[config.mk]
export PLATFORM = sky130hd
export DESIGN_NAME = gpio_irq_bank
export DESIGN_NICKNAME = d
export VERILOG_FILES = /design/src/rtl/gpio_irq_pkg.sv /design/src/rtl/gpio_bus_ctrl.sv /design/src/rtl/gpio_pin_detect.sv /design/src/rtl/gpio_bank_datapath.sv /design/src/rtl/gpio_irq_bank.sv
export SDC_FILE = /design/constraint.sdc
export NUM_CORES = 1
export LEC_CHECK = 0
export CAP_MARGIN = 25
export CORE_MARGIN = 5
export CORE_UTILIZATION = 25
export DETAILED_ROUTE_END_ITERATION = 16
export SYNTH_ARGS = -nofsm -noshare
export SYNTH_HDL_FRONTEND = slang
export SYNTH_SLANG_ARGS = --single-unit
[constraint.sdc]
create_clock -name clk -period 2.1 [get_ports clk]
set_clock_uncertainty 0.2 [all_clocks]
set_input_delay 0.42 -clock clk [delete_from_list [all_inputs] [get_ports clk]]
set_output_delay 0.42 -clock clk [all_outputs]
set_load 0.03 [all_outputs]
[src/rtl/gpio_irq_pkg.sv]
package gpio_irq_pkg;
  localparam int NUM_REGS = 8;
  localparam int IDX_W = $clog2(NUM_REGS);

  localparam int IDX_OUT = 0;
  localparam int IDX_IN  = 1;
  localparam int IDX_OE  = 2;
  localparam int IDX_SEL = 3;
  localparam int IDX_EN  = 4;
  localparam int IDX_LVL = 5;
  localparam int IDX_POL = 6;
  localparam int IDX_STS = 7;

  typedef enum logic [1:0] {
    ALIAS_PLAIN = 2'd0,
    ALIAS_SET   = 2'd1,
    ALIAS_CLR   = 2'd2,
    ALIAS_NONE  = 2'd3
  } aliasKind_t;

  typedef struct packed {
    logic [NUM_REGS-1:0] wrHit;
    aliasKind_t          kind;
    logic [IDX_W-1:0]    rdIdx;
  } busStrobe_t;
endpackage

[src/rtl/gpio_bus_ctrl.sv]
module gpio_bus_ctrl
  import gpio_irq_pkg::*;
#(
  parameter int ADDR_W = 7
) (
  input  logic              busValid,
  input  logic              busWrite,
  input  logic [ADDR_W-1:0] busAddr,
  output busStrobe_t        strobe
);
  localparam int IDX_LO = 4;

  logic [IDX_W-1:0] regIdx;
  aliasKind_t       kind;

  assign regIdx = busAddr[IDX_LO +: IDX_W];
  assign kind   = aliasKind_t'(busAddr[3:2]);

  always_comb begin
    strobe.wrHit = '0;
    strobe.kind  = kind;
    strobe.rdIdx = regIdx;
    if (busValid && busWrite && kind != ALIAS_NONE) begin
      strobe.wrHit[regIdx] = 1'b1;
    end
  end
endmodule

[src/rtl/gpio_pin_detect.sv]
module gpio_pin_detect (
  input  logic clk,
  input  logic rstN,
  input  logic pinRaw,
  input  logic levelMode,
  input  logic activeHigh,
  input  logic srcSel,
  output logic syncVal,
  output logic hit
);
  logic meta;
  logic syncQ;
  logic prevQ;
  logic edgeHit;
  logic levelHit;

  always_ff @(posedge clk or negedge rstN) begin
    if (!rstN) begin
      meta  <= 1'b0;
      syncQ <= 1'b0;
      prevQ <= 1'b0;
    end else begin
      meta  <= pinRaw;
      syncQ <= meta;
      prevQ <= syncQ;
    end
  end

  assign edgeHit  = activeHigh ? (syncQ & ~prevQ) : (~syncQ & prevQ);
  assign levelHit = activeHigh ? syncQ : ~syncQ;
  assign hit      = srcSel & (levelMode ? levelHit : edgeHit);
  assign syncVal  = syncQ;
endmodule

[src/rtl/gpio_bank_datapath.sv]
module gpio_bank_datapath
  import gpio_irq_pkg::*;
#(
  parameter int PINS = 32
) (
  input  logic            clk,
  input  logic            rstN,
  input  busStrobe_t      strobe,
  input  logic [PINS-1:0] wdata,
  input  logic [PINS-1:0] pinIn,
  output logic [PINS-1:0] rdata,
  output logic [PINS-1:0] outQ,
  output logic [PINS-1:0] oeQ,
  output logic [PINS-1:0] statusQ,
  output logic [PINS-1:0] enableQ
);
  logic [PINS-1:0] selQ;
  logic [PINS-1:0] lvlQ;
  logic [PINS-1:0] polQ;
  logic [PINS-1:0] syncIn;
  logic [PINS-1:0] detHit;
  logic [PINS-1:0] stsClr;

  function automatic logic [PINS-1:0] applyAlias(
    input logic [PINS-1:0] cur,
    input logic [PINS-1:0] dat,
    input aliasKind_t      k
  );
    case (k)
      ALIAS_PLAIN: applyAlias = dat;
      ALIAS_SET:   applyAlias = cur | dat;
      ALIAS_CLR:   applyAlias = cur & ~dat;
      default:     applyAlias = cur;
    endcase
  endfunction

  genvar gi;
  generate
    for (gi = 0; gi < PINS; gi++) begin : g_pin
      gpio_pin_detect u_det (
        .clk       (clk),
        .rstN      (rstN),
        .pinRaw    (pinIn[gi]),
        .levelMode (lvlQ[gi]),
        .activeHigh(polQ[gi]),
        .srcSel    (selQ[gi]),
        .syncVal   (syncIn[gi]),
        .hit       (detHit[gi])
      );
    end
  endgenerate

  always_ff @(posedge clk or negedge rstN) begin
    if (!rstN) begin
      outQ    <= '0;
      oeQ     <= '0;
      selQ    <= '0;
      enableQ <= '0;
      lvlQ    <= '0;
      polQ    <= '0;
    end else begin
      if (strobe.wrHit[IDX_OUT]) outQ    <= applyAlias(outQ, wdata, strobe.kind);
      if (strobe.wrHit[IDX_OE])  oeQ     <= applyAlias(oeQ, wdata, strobe.kind);
      if (strobe.wrHit[IDX_SEL]) selQ    <= applyAlias(selQ, wdata, strobe.kind);
      if (strobe.wrHit[IDX_EN])  enableQ <= applyAlias(enableQ, wdata, strobe.kind);
      if (strobe.wrHit[IDX_LVL]) lvlQ    <= applyAlias(lvlQ, wdata, strobe.kind);
      if (strobe.wrHit[IDX_POL]) polQ    <= applyAlias(polQ, wdata, strobe.kind);
    end
  end

  assign stsClr = (strobe.wrHit[IDX_STS] && strobe.kind == ALIAS_CLR) ? wdata : '0;

  always_ff @(posedge clk or negedge rstN) begin
    if (!rstN) begin
      statusQ <= '0;
    end else begin
      statusQ <= (statusQ & ~stsClr) | detHit;
    end
  end

  always_comb begin
    case (strobe.rdIdx)
      IDX_W'(IDX_OUT): rdata = outQ;
      IDX_W'(IDX_IN):  rdata = syncIn;
      IDX_W'(IDX_OE):  rdata = oeQ;
      IDX_W'(IDX_SEL): rdata = selQ;
      IDX_W'(IDX_EN):  rdata = enableQ;
      IDX_W'(IDX_LVL): rdata = lvlQ;
      IDX_W'(IDX_POL): rdata = polQ;
      default:         rdata = statusQ;
    endcase
  end
endmodule

[src/rtl/gpio_irq_bank.sv]
module gpio_irq_bank
  import gpio_irq_pkg::*;
#(
  parameter int PINS   = 32,
  parameter int ADDR_W = 7
) (
  input  logic              clk,
  input  logic              rstN,
  input  logic              busValid,
  input  logic              busWrite,
  input  logic [ADDR_W-1:0] busAddr,
  input  logic [PINS-1:0]   busWdata,
  output logic [PINS-1:0]   busRdata,
  input  logic [PINS-1:0]   pinIn,
  output logic [PINS-1:0]   pinOut,
  output logic [PINS-1:0]   pinOe,
  output logic              irqOut
);
  busStrobe_t      strobe;
  logic [PINS-1:0] statusQ;
  logic [PINS-1:0] enableQ;

  gpio_bus_ctrl #(.ADDR_W(ADDR_W)) u_ctrl (
    .busValid(busValid),
    .busWrite(busWrite),
    .busAddr (busAddr),
    .strobe  (strobe)
  );

  gpio_bank_datapath #(.PINS(PINS)) u_dp (
    .clk    (clk),
    .rstN   (rstN),
    .strobe (strobe),
    .wdata  (busWdata),
    .pinIn  (pinIn),
    .rdata  (busRdata),
    .outQ   (pinOut),
    .oeQ    (pinOe),
    .statusQ(statusQ),
    .enableQ(enableQ)
  );

  assign irqOut = |(statusQ & enableQ);
endmodule

* Word-level counts from Yosys, hierarchy flattened
Index checks and enable logic that the tools add are counted.
Word-level totals: input port bits 75, output and inout port bits 97, flip-flop bits (word level) 320
Cells by class: reduce and logical (&&, ||, !) cells 14, bitwise operators 177, equality and inequality tests 9, magnitude comparators 2, muxes and demuxes 107
Operators by type and width (number):
- case mux 32 bit (3 select lines) | 6
- bitwise AND 32 bit | 8
- OR 32 bit | 7
- case mux 32 bit (7 select lines) | 1
- 2-to-1 mux 1 bit | 97
- bitwise AND 1 bit | 96
- NOT 1 bit | 64
- NOT 32 bit | 2
- 2-to-1 mux 32 bit | 1
- OR reduction 32 bit | 1
- AND reduction 2 bit | 6
- equality test 3 bit, second input constant | 3
- 2-to-1 mux 8 bit | 1
- equality test 3 x 2 -> 1 bit, second input constant | 2
- logical AND 1 bit | 4
- less-than comparator 3 x 4 -> 1 bit, second input constant | 1
- demux 1 bit (select 3 bit) | 1
- equality test 3 x 1 -> 1 bit, second input constant | 1
- >= comparator 3 x 1 -> 1 bit, second input constant | 1
- zero test 3 bit | 1
- nonzero test 3 bit | 1
- equality test 2 x 1 -> 1 bit, second input constant | 1
- equality test 2 bit, second input constant | 1
- zero test 2 bit | 1
- != test 2 bit, second input constant | 1

* Logic depth before layout (Yosys ltp)
Gate-level depths: netlist of the first run.
word-level depth 10, depth in mapped cells 8, depth with buffers taken out 6

* Hierarchy
Synthesis of the first run repeated with hierarchy kept, for this count alone.
Unflattened totals: cells, all modules 1488, area total of the unflattened synthesis 14940.6 um^2
By module, submodules not included:
- gpio_bank_datapath | cells each 1189, instances 1, area an instance 11344.6 um^2, seq. area each 5605.4 um^2
- gpio_pin_detect | cells each 8, instances 32, area an instance 102.6 um^2, seq. area each 75.1 um^2
- gpio_irq_bank | cells each 21, instances 1, area an instance 157.7 um^2, seq. area each 0.0 um^2
- gpio_bus_ctrl | cells each 22, instances 1, area an instance 155.1 um^2, seq. area each 0.0 um^2

* Worst setup path after synthesis of the first run
OpenSTA, ideal clock, no wires.
kind input-to-output, start in busAddr[4], end out busRdata[11], data required time 1480 ps, path slack -489 ps, arrival 1969 ps, path buffers 3, stages 7, path through buf_6 -> or2_1 -> buf_2 -> nor2_2 -> buf_4 -> a221oi_1 -> a21oi_1
On the way: word-level cells in the longest chain between the ends 2, elaborated cells on any way between the ends 8, those cells by class eq/ne: 6; mux: 1; reduce/logical: 1
Ends and longest elaborated chain:
- start: declaration | line gpio_irq_bank.sv:11 | input logic [ADDR_W-1:0] busAddr,
- equality test 3 bit, or another cell as far along | line gpio_bank_datapath.sv:82 | case (strobe.rdIdx)
- case mux 32 bit (7 select lines) * | line gpio_bank_datapath.sv:82
- end: declaration | line gpio_irq_bank.sv:13 | output logic [PINS-1:0] busRdata,
Mark *: on every way between the ends. The rest lies on a longest branch, timed or not.

* Worst setup path in the final report of the first run
start reg u_dp.enableQ[30], end out irqOut
On the way: word-level cells in the longest chain between the ends 2
Ends and longest elaborated chain:
- start: declaration | line gpio_bank_datapath.sv:15 | output logic [PINS-1:0] enableQ
- start signal: assignment | line gpio_bank_datapath.sv:65 | if (strobe.wrHit[IDX_EN]) enableQ <= applyAlias(enableQ, wdata, strobe.kind);
- bitwise AND 32 bit | line gpio_irq_bank.sv:43 | assign irqOut = |(statusQ & enableQ);
- OR reduction 32 bit | line gpio_irq_bank.sv:43
- end: declaration | line gpio_irq_bank.sv:17 | output logic irqOut
Every way passes these cells.

==> flow_metrics.py, run 1 <==
metrics = {
    "run_status": {
        "status": "finished, violations left",
        "violations": "setup timing",
    },
    "timing": {
        "fin_crit_ps": 2720,
        "setup_tns_ps": -9120,
        "max_freq_mhz": 368,
        "whs_ps": 125,
        "tightest_slew_ps": 631,
        "hold_viol": 0,
        "setup_slack_ps": -617,
        "slew_headroom": 0.579,
        "finalCritPeriodShare": 1.29,
        "rsz0062_at_grt": "true",
        "setup_viol": 33,
        "maxSlewViolCount": 0,
    },
    "synthesis": {
        "synthCells": 1432,
        "synthAdderAreaFrac": 0.00342,
        "synth_top_family_by_area": "compound AO/OA/AOI/OAI gates",
        "yosys-top-cells-area": "dfrtp_1 (55%), a21oi_1 (14%), a21oi_2 (3.4%), nor2_1 (2.2%), nand2_1 (2.2%)",
        "netlist.area_leader.share": 0.548,
        "synth-xor-area-share": 0.0204,
        "synth_flop_cell": "dfrtp_1",
        "synth_edf_count": 0,
        "async_reset_ff_frac": 1.00,
        "ys_types": 46,
        "syn_avg_cell_area_um2": 10.2,
        "synth_warnings": 0,
        "synth-simple-area-share": 0.0735,
        "synthMuxAreaShare": 0.0355,
        "syn-cell-area_um2": 14600,
        "synth_seq_cells": 320,
        "yosysSeqAreaShare": 0.548,
        "synth_compound_area_frac": 0.269,
        "synth_area_leader_cell": "dfrtp_1",
        "syn_nets": 1511,
    },
    "placed_design": {
        "port_buffers": 169,
        "place_congestion": 0.859,
        "dp_hpwl_um": 37300,
        "numPlacedInstances": 2440,
        "dp_slack_ps": -576,
    },
    "setup_path": {
        "worst_setup_path_start_kind": "register",
        "slowest_delay_ps": 570,
        "worstPathRequired_ps": 1480,
        "slowest_stage": "or4_4",
        "crit_fanout": 2,
        "crit_path_end_kind": "primary output",
        "worst_ep_arrival_time_ps": 2100,
        "crit_chain": "a22oi_2, buf_4, nand4_1, or4_4, buf_6",
        "crit_type": "register to primary output",
        "path_buf_inv": 2,
        "path_delay_family": "simple AND/OR/NAND/NOR gates",
    },
    "detailed_routing": {
        "vias": 12800,
        "drtIter0Drc": 1123,
        "routed_wl_um": 55000,
        "first_pass_iters": 5,
        "routed_via_density": 5.03,
        "drc": 0,
        "wl_per_cell_um": 21.6,
        "drtAntennaViolNets": 0,
    },
    "layout": {
        "seq_area_um2": 8010,
        "final_cells": 2552,
        "multi_input_area_um2": 6900,
        "area_delta_synth_final_pct": 47.4,
        "num-nets-final": 1838,
        "drive_gt1_frac": 0.309,
        "nFillCells": 5647,
    },
    "die": {
        "start_util": 0.253,
        "io_pins": 172,
        "row_count": 88,
        "chipHeight_um": 252,
        "dieWidth_um": 252,
        "core_area_um2": 57800,
        "dieArea_um2": 63400,
    },
    "global_route": {
        "gr-total-overflow": 0,
        "grt_pass1_wl_um": 82500,
        "antenna_found_initial": 3,
        "grt_pass1_vias": 13200,
        "grt_max_degree": 65,
        "track_usage": 0.167,
    },
    "clock_tree": {
        "clkTransAtPathRegs_ps": 60,
        "cts_tree": "yes",
        "root_buffer": "clkbuf_16",
        "clkLatencyLatePin_ps": 540,
        "clock-sinks": 320,
        "clockBufferDepth": 3,
        "htreeDepth": 2,
        "numCtsBuffers": 37,
    },
    "job": {
        "drv_cap": 0,
    },
    "power": {
        "powerDensity_nw_per_um2": 981,
        "fin_total_pwr_uw": 21100,
        "leakage_uw": 0.00922,
        "ir_drop_v": 0.000661,
    },
    "worst_hold_path": {
        "hold_path.class": "input pin to register",
    },
}
[placed cells by master, fill, tap and decap left out, types with 11 or more instances in the layout]
cell type and count:
a21oi_2 82, inv_1 36, nand3_1 17, buf_6 38, nand2_1 75, a211oi_1 32
o21ai_2 11, a21oi_1 335, o2bb2ai_1 17, dlygate4sd2_1 46, clkdlybuf4s50_1 66, clkbuf_8 11
a221oi_4 12, clkdlybuf4s15_1 12, nand2b_1 17, xor2_1 17, nor2_1 85, xnor2_1 17
a22oi_1 11, o21ai_1 13, o31ai_1 15, clkbuf_16 39, mux2i_1 26, buf_4 170
dfrtp_1 318, buf_12 62, a22o_1 15, a21oi_4 37, a21o_1 32
[synth_stat cells, types with 2 or more instances]
cell type and number:
a221oi_1 20, nand3_1 18, buf_6 7, a211oi_1 32, a22oi_1 17, a22o_1 15
o21ai_0 28, inv_1 36, xnor2_1 17, mux2_2 5, and3_1 4, mux2i_1 26
nand4_1 4, a21o_1 32, xor2_1 17, dfrtp_1 320, nor2_2 3, a21oi_1 398
nor2_1 87, o31ai_1 15, a21oi_2 56, o311ai_0 2, buf_2 60, o221ai_1 4
nand3b_1 4, clkbuf_1 40, nand2_1 84, a311oi_1 5, nand2b_1 18, o2bb2ai_1 17
ha_1 4, nor3_4 5, buf_4 9, mux4_2 9, buf_1 3
[state kept, by name (all words and copies together) (netlist names)]
name,cells
u_dp.enableQ,32
u_dp.g_pin.u_det.meta,32
u_dp.g_pin.u_det.prevQ,32
u_dp.g_pin.u_det.syncVal,32
u_dp.lvlQ,32
u_dp.oeQ,32
u_dp.outQ,32
u_dp.polQ,32
u_dp.selQ,32
u_dp.statusQ,32
[timing repair]
item	CTS	global route
endpoints found under the setup margin	100	213
hold endpoints to repair	50	0
gates cloned	3	1
hold buffers	1	0
buffers inserted	23	20
gates resized for setup	181	107
pin swaps	48	58
[worst register-to-register path: stages (launching register included)]
cell	delay [ps]
dfrtp_1	400
nand2b_1	160
nand3_1	90
o31ai_1	100
a22o_1	250
[cell families after synthesis]
logic type | count (synthesis)
DFF | 320
xor gates and xnor gates | 34
buffers and inverters | 156
and+or+nand+nor | 233
AOI/OAI and AO/OA | 645
muxes | 40
adders and majority gates | 4
[layer usage]
metal  GRT usage  wire length (um)
met3      0.0461              4450
met5           0                13
met2       0.256             24700
met4      0.0692              2200
met1       0.224             23700
[worst paths after layout]
kind	from	endpoint	slack (ps)	depth (start not counted)
worst max-delay path	u_dp.enableQ[30]$_DFFE_PN0P_	irqOut	-620	5
worst min-delay path	pinIn[23]	u_dp.g_pin[23].u_det.meta$_DFF_PN0_	130	1
worst max register to register	u_dp.lvlQ[22]$_DFFE_PN0P_	u_dp.statusQ[22]$_DFF_PN0_	790	4
worst min register to register	u_dp.g_pin[1].u_det.meta$_DFF_PN0_	u_dp.g_pin[1].u_det.syncVal$_DFF_PN0_	150	0
max in group asynchronous	rstN	u_dp.lvlQ[16]$_DFFE_PN0P_	720	3
min in group asynchronous	rstN	u_dp.polQ[1]$_DFFE_PN0P_	240	2
[final cells by class]
cell class                      count  area share
Clock buffer                       54      0.0520
Clock inverter                     11     0.00453
Timing Repair Buffer              407       0.200
Tap cell                          765      0.0444
Antenna cell                        2    0.000232
Sequential cell                   320       0.372
Inverter                           37     0.00644
Multi-Input combinational cell    956       0.320
[where the power goes]
part	switching, uW	total, uW	internal, uW
clock network	2610	6430	3830
registers	1150	8400	7250
logic	3390	6310	2910
total	7150	21100	14000
[metrics by stage]
| step | instance area, um^2 | utilization |
|---|---|---|
| 2_1_floorplan | 15000 | - |
| 3_3_place_gp | 19100 | 0.330 |
| 3_5_place_dp | 19100 | 0.330 |
| 4_1_cts | 21000 | 0.363 |
| 5_1_grt | 21500 | 0.373 |
| 6_report | 21600 | 0.373 |
(Power assumes the default switching activity.)
==> inputs of run 2 (changes only) <==
Settings changed: CORE_UTILIZATION 25 to 39.
==> flow_metrics.py, run 2 (same netlist as run 1, synthesis figures left out) <==
metrics = {
    "global_route": {
        "track_usage": 0.232,
        "grt_pass1_vias": 12700,
        "grt_max_degree": 55,
        "gr-total-overflow": 0,
        "grt_pass1_wl_um": 75500,
        "antenna_found_initial": 0,
    },
    "placed_design": {
        "place_congestion": 0.850,
        "port_buffers": 169,
        "dp_slack_ps": -481,
        "numPlacedInstances": 2153,
        "dp_hpwl_um": 32800,
    },
    "die": {
        "row_count": 71,
        "dieWidth_um": 204,
        "io_pins": 172,
        "start_util": 0.392,
        "core_area_um2": 37300,
        "chipHeight_um": 204,
        "dieArea_um2": 41500,
    },
    "clock_tree": {
        "htreeDepth": 2,
        "cts_tree": "yes",
        "clock-sinks": 320,
        "root_buffer": "clkbuf_16",
        "clkLatencyLatePin_ps": 520,
        "clkTransAtPathRegs_ps": 60,
        "clockBufferDepth": 3,
        "numCtsBuffers": 37,
    },
    "timing": {
        "whs_ps": 133,
        "fin_crit_ps": 2720,
        "setup_slack_ps": -618,
        "tightest_slew_ps": 388,
        "hold_viol": 0,
        "setup_tns_ps": -7210,
        "setup_viol": 33,
        "rsz0062_at_grt": "true",
        "slew_headroom": 0.742,
        "finalCritPeriodShare": 1.29,
        "maxSlewViolCount": 0,
        "max_freq_mhz": 368,
    },
    "power": {
        "switchingPower_uw": 6850,
        "p_comb_frac": 0.285,
        "ir_drop_v": 0.000461,
        "sequentialPowerShare": 0.396,
        "powerDensity_nw_per_um2": 1010,
        "leakage_uw": 0.00920,
        "fin_total_pwr_uw": 21100,
        "clkPwrFrac": 0.319,
        "switching_share": 0.325,
        "intPower_uw": 14200,
    },
    "setup_path": {
        "slowest_stage": "or4_4",
        "worst_setup_path_start_kind": "register",
        "crit_type": "register to primary output",
        "crit_path_end_kind": "primary output",
        "worstPathRequired_ps": 1480,
        "crit_fanout": 2,
        "slowest_delay_ps": 540,
        "worst_ep_arrival_time_ps": 2100,
        "crit_chain": "a22oi_1, nand4_1, or4_4, buf_6",
    },
    "layout": {
        "num-nets-final": 1843,
        "final_cells": 2267,
        "nFillCells": 3190,
        "area_delta_synth_final_pct": 43.5,
        "drive_gt1_frac": 0.306,
        "layout.cells.most_common": "a21oi_1",
        "final_cell_mix": "a21oi_1 (347), dfrtp_1 (317), buf_4 (165), a21oi_2 (92), nor2_1 (81)",
        "seq_area_um2": 8010,
        "multi_input_area_um2": 6670,
        "diodes": 0,
    },
    "detailed_routing": {
        "routed_via_density": 5.65,
        "first_pass_iters": 7,
        "routed_wl_um": 49600,
        "drtAntennaViolNets": 0,
        "wl_per_cell_um": 21.9,
        "drtIter0Drc": 1110,
        "vias": 12800,
        "drc": 0,
    },
    "run_status": {
        "status": "finished, violations left",
        "violations": "setup timing",
    },
    "job": {
        "drv_cap": 0,
    },
    "worst_hold_path": {
        "hold_path.class": "input pin to register",
    },
}
run 2: changes by cell type in the layout (fill, tap and decap cells not counted), moves of 5 or more:
cell / previous run / this run
dlygate4sd2_1: 46 / 64
buf_12: 62 / 50
a21o_1: 32 / 26
clkbuf_1: 5 / 12
buf_6: 38 / 58
a21oi_4: 37 / 15
clkdlybuf4s15_1: 12 / 0
a21o_2: 0 / 6
clkbuf_2: 5 / 0
nor2_2: 1 / 6
a21oi_2: 82 / 92
buf_4: 170 / 165
a21oi_1: 335 / 347
run 2: critical path: cells and delay by family, from the launching register on:
family	cells	cell delay, ps
AND/OR/NAND/NOR	2	720
AO/OA/AOI/OAI	1	270
flip-flops	1	420
buffers and inverters	1	160
run 2: repair_timing:
action | 4_1_cts | 5_1_grt
setup buffers | 27 | 23
pin swaps | 62 | 40
cloned | 3 | 1
setup endpoints to repair | 97 | 63
resized for setup | 236 | 55
hold endpoints to repair | 320 | 0
hold buffers | 1 | 0
run 2: power groups by stage:
| stage | registers, uW | clock network, uW | logic (uW) |
|---|---|---|---|
| 2_1_floorplan | 8630 | 0 | 2610 |
| 3_3_place_gp | 8360 | 0 | 5490 |
| 3_5_place_dp | 8370 | 0 | 5570 |
| 4_1_cts | 8310 | 6880 | 5820 |
| 5_1_grt | 8470 | 7120 | 6480 |
| 6_report | 8350 | 6730 | 6000 |
run 2: path summary, 6_finish.rpt:
path	start	to	slack [ps]	cells after the start
max in group asynchronous	rstN	u_dp.lvlQ[18]$_DFFE_PN0P_	900	3
worst max register to register	u_dp.lvlQ[31]$_DFFE_PN0P_	u_dp.statusQ[31]$_DFF_PN0_	740	5
worst max-delay path	u_dp.enableQ[5]$_DFFE_PN0P_	irqOut	-620	4
worst min-delay path	pinIn[5]	u_dp.g_pin[5].u_det.meta$_DFF_PN0_	130	1
worst min register to register	u_dp.g_pin[21].u_det.meta$_DFF_PN0_	u_dp.g_pin[21].u_det.syncVal$_DFF_PN0_	140	0
min in group asynchronous	rstN	u_dp.outQ[0]$_DFFE_PN0P_	190	2
run 2: cell type report:
class,instances,area share
sequential,320,0.382
multi-input combinational,956,0.318
timing repair buffer,412,0.204
clock buffer,59,0.0539
tap,474,0.0283
clock inverter,9,0.00710
inverter,37,0.00698
run 2: metal layers:
| layer | up-vias | part of all wire | GRT usage |
|---|---|---|---|
| met2 | 516 | 0.46 | 0.364 |
| li1 | 5840 | - | - |
| met5 | - | 0 | 0 |
| met1 | 6371 | 0.44 | 0.338 |
| met3 | 87 | 0.069 | 0.0358 |
| met4 | 0 | 0.025 | 0.0641 |
run 2: per-stage QoR:
step                      area, um^2  utilization
after floorplan                15000            -
after global placement         18600        0.499
after detailed placement       18600        0.499
after CTS                      20600        0.553
after global routing           21000        0.562
final                          21000        0.562
==> inputs of run 3 (changes only) <==
Settings changed: CAP_MARGIN 25 to 20.
==> results of run 3 <==
Same layout as run 2: the final DEF is identical, and so are final timing and power.
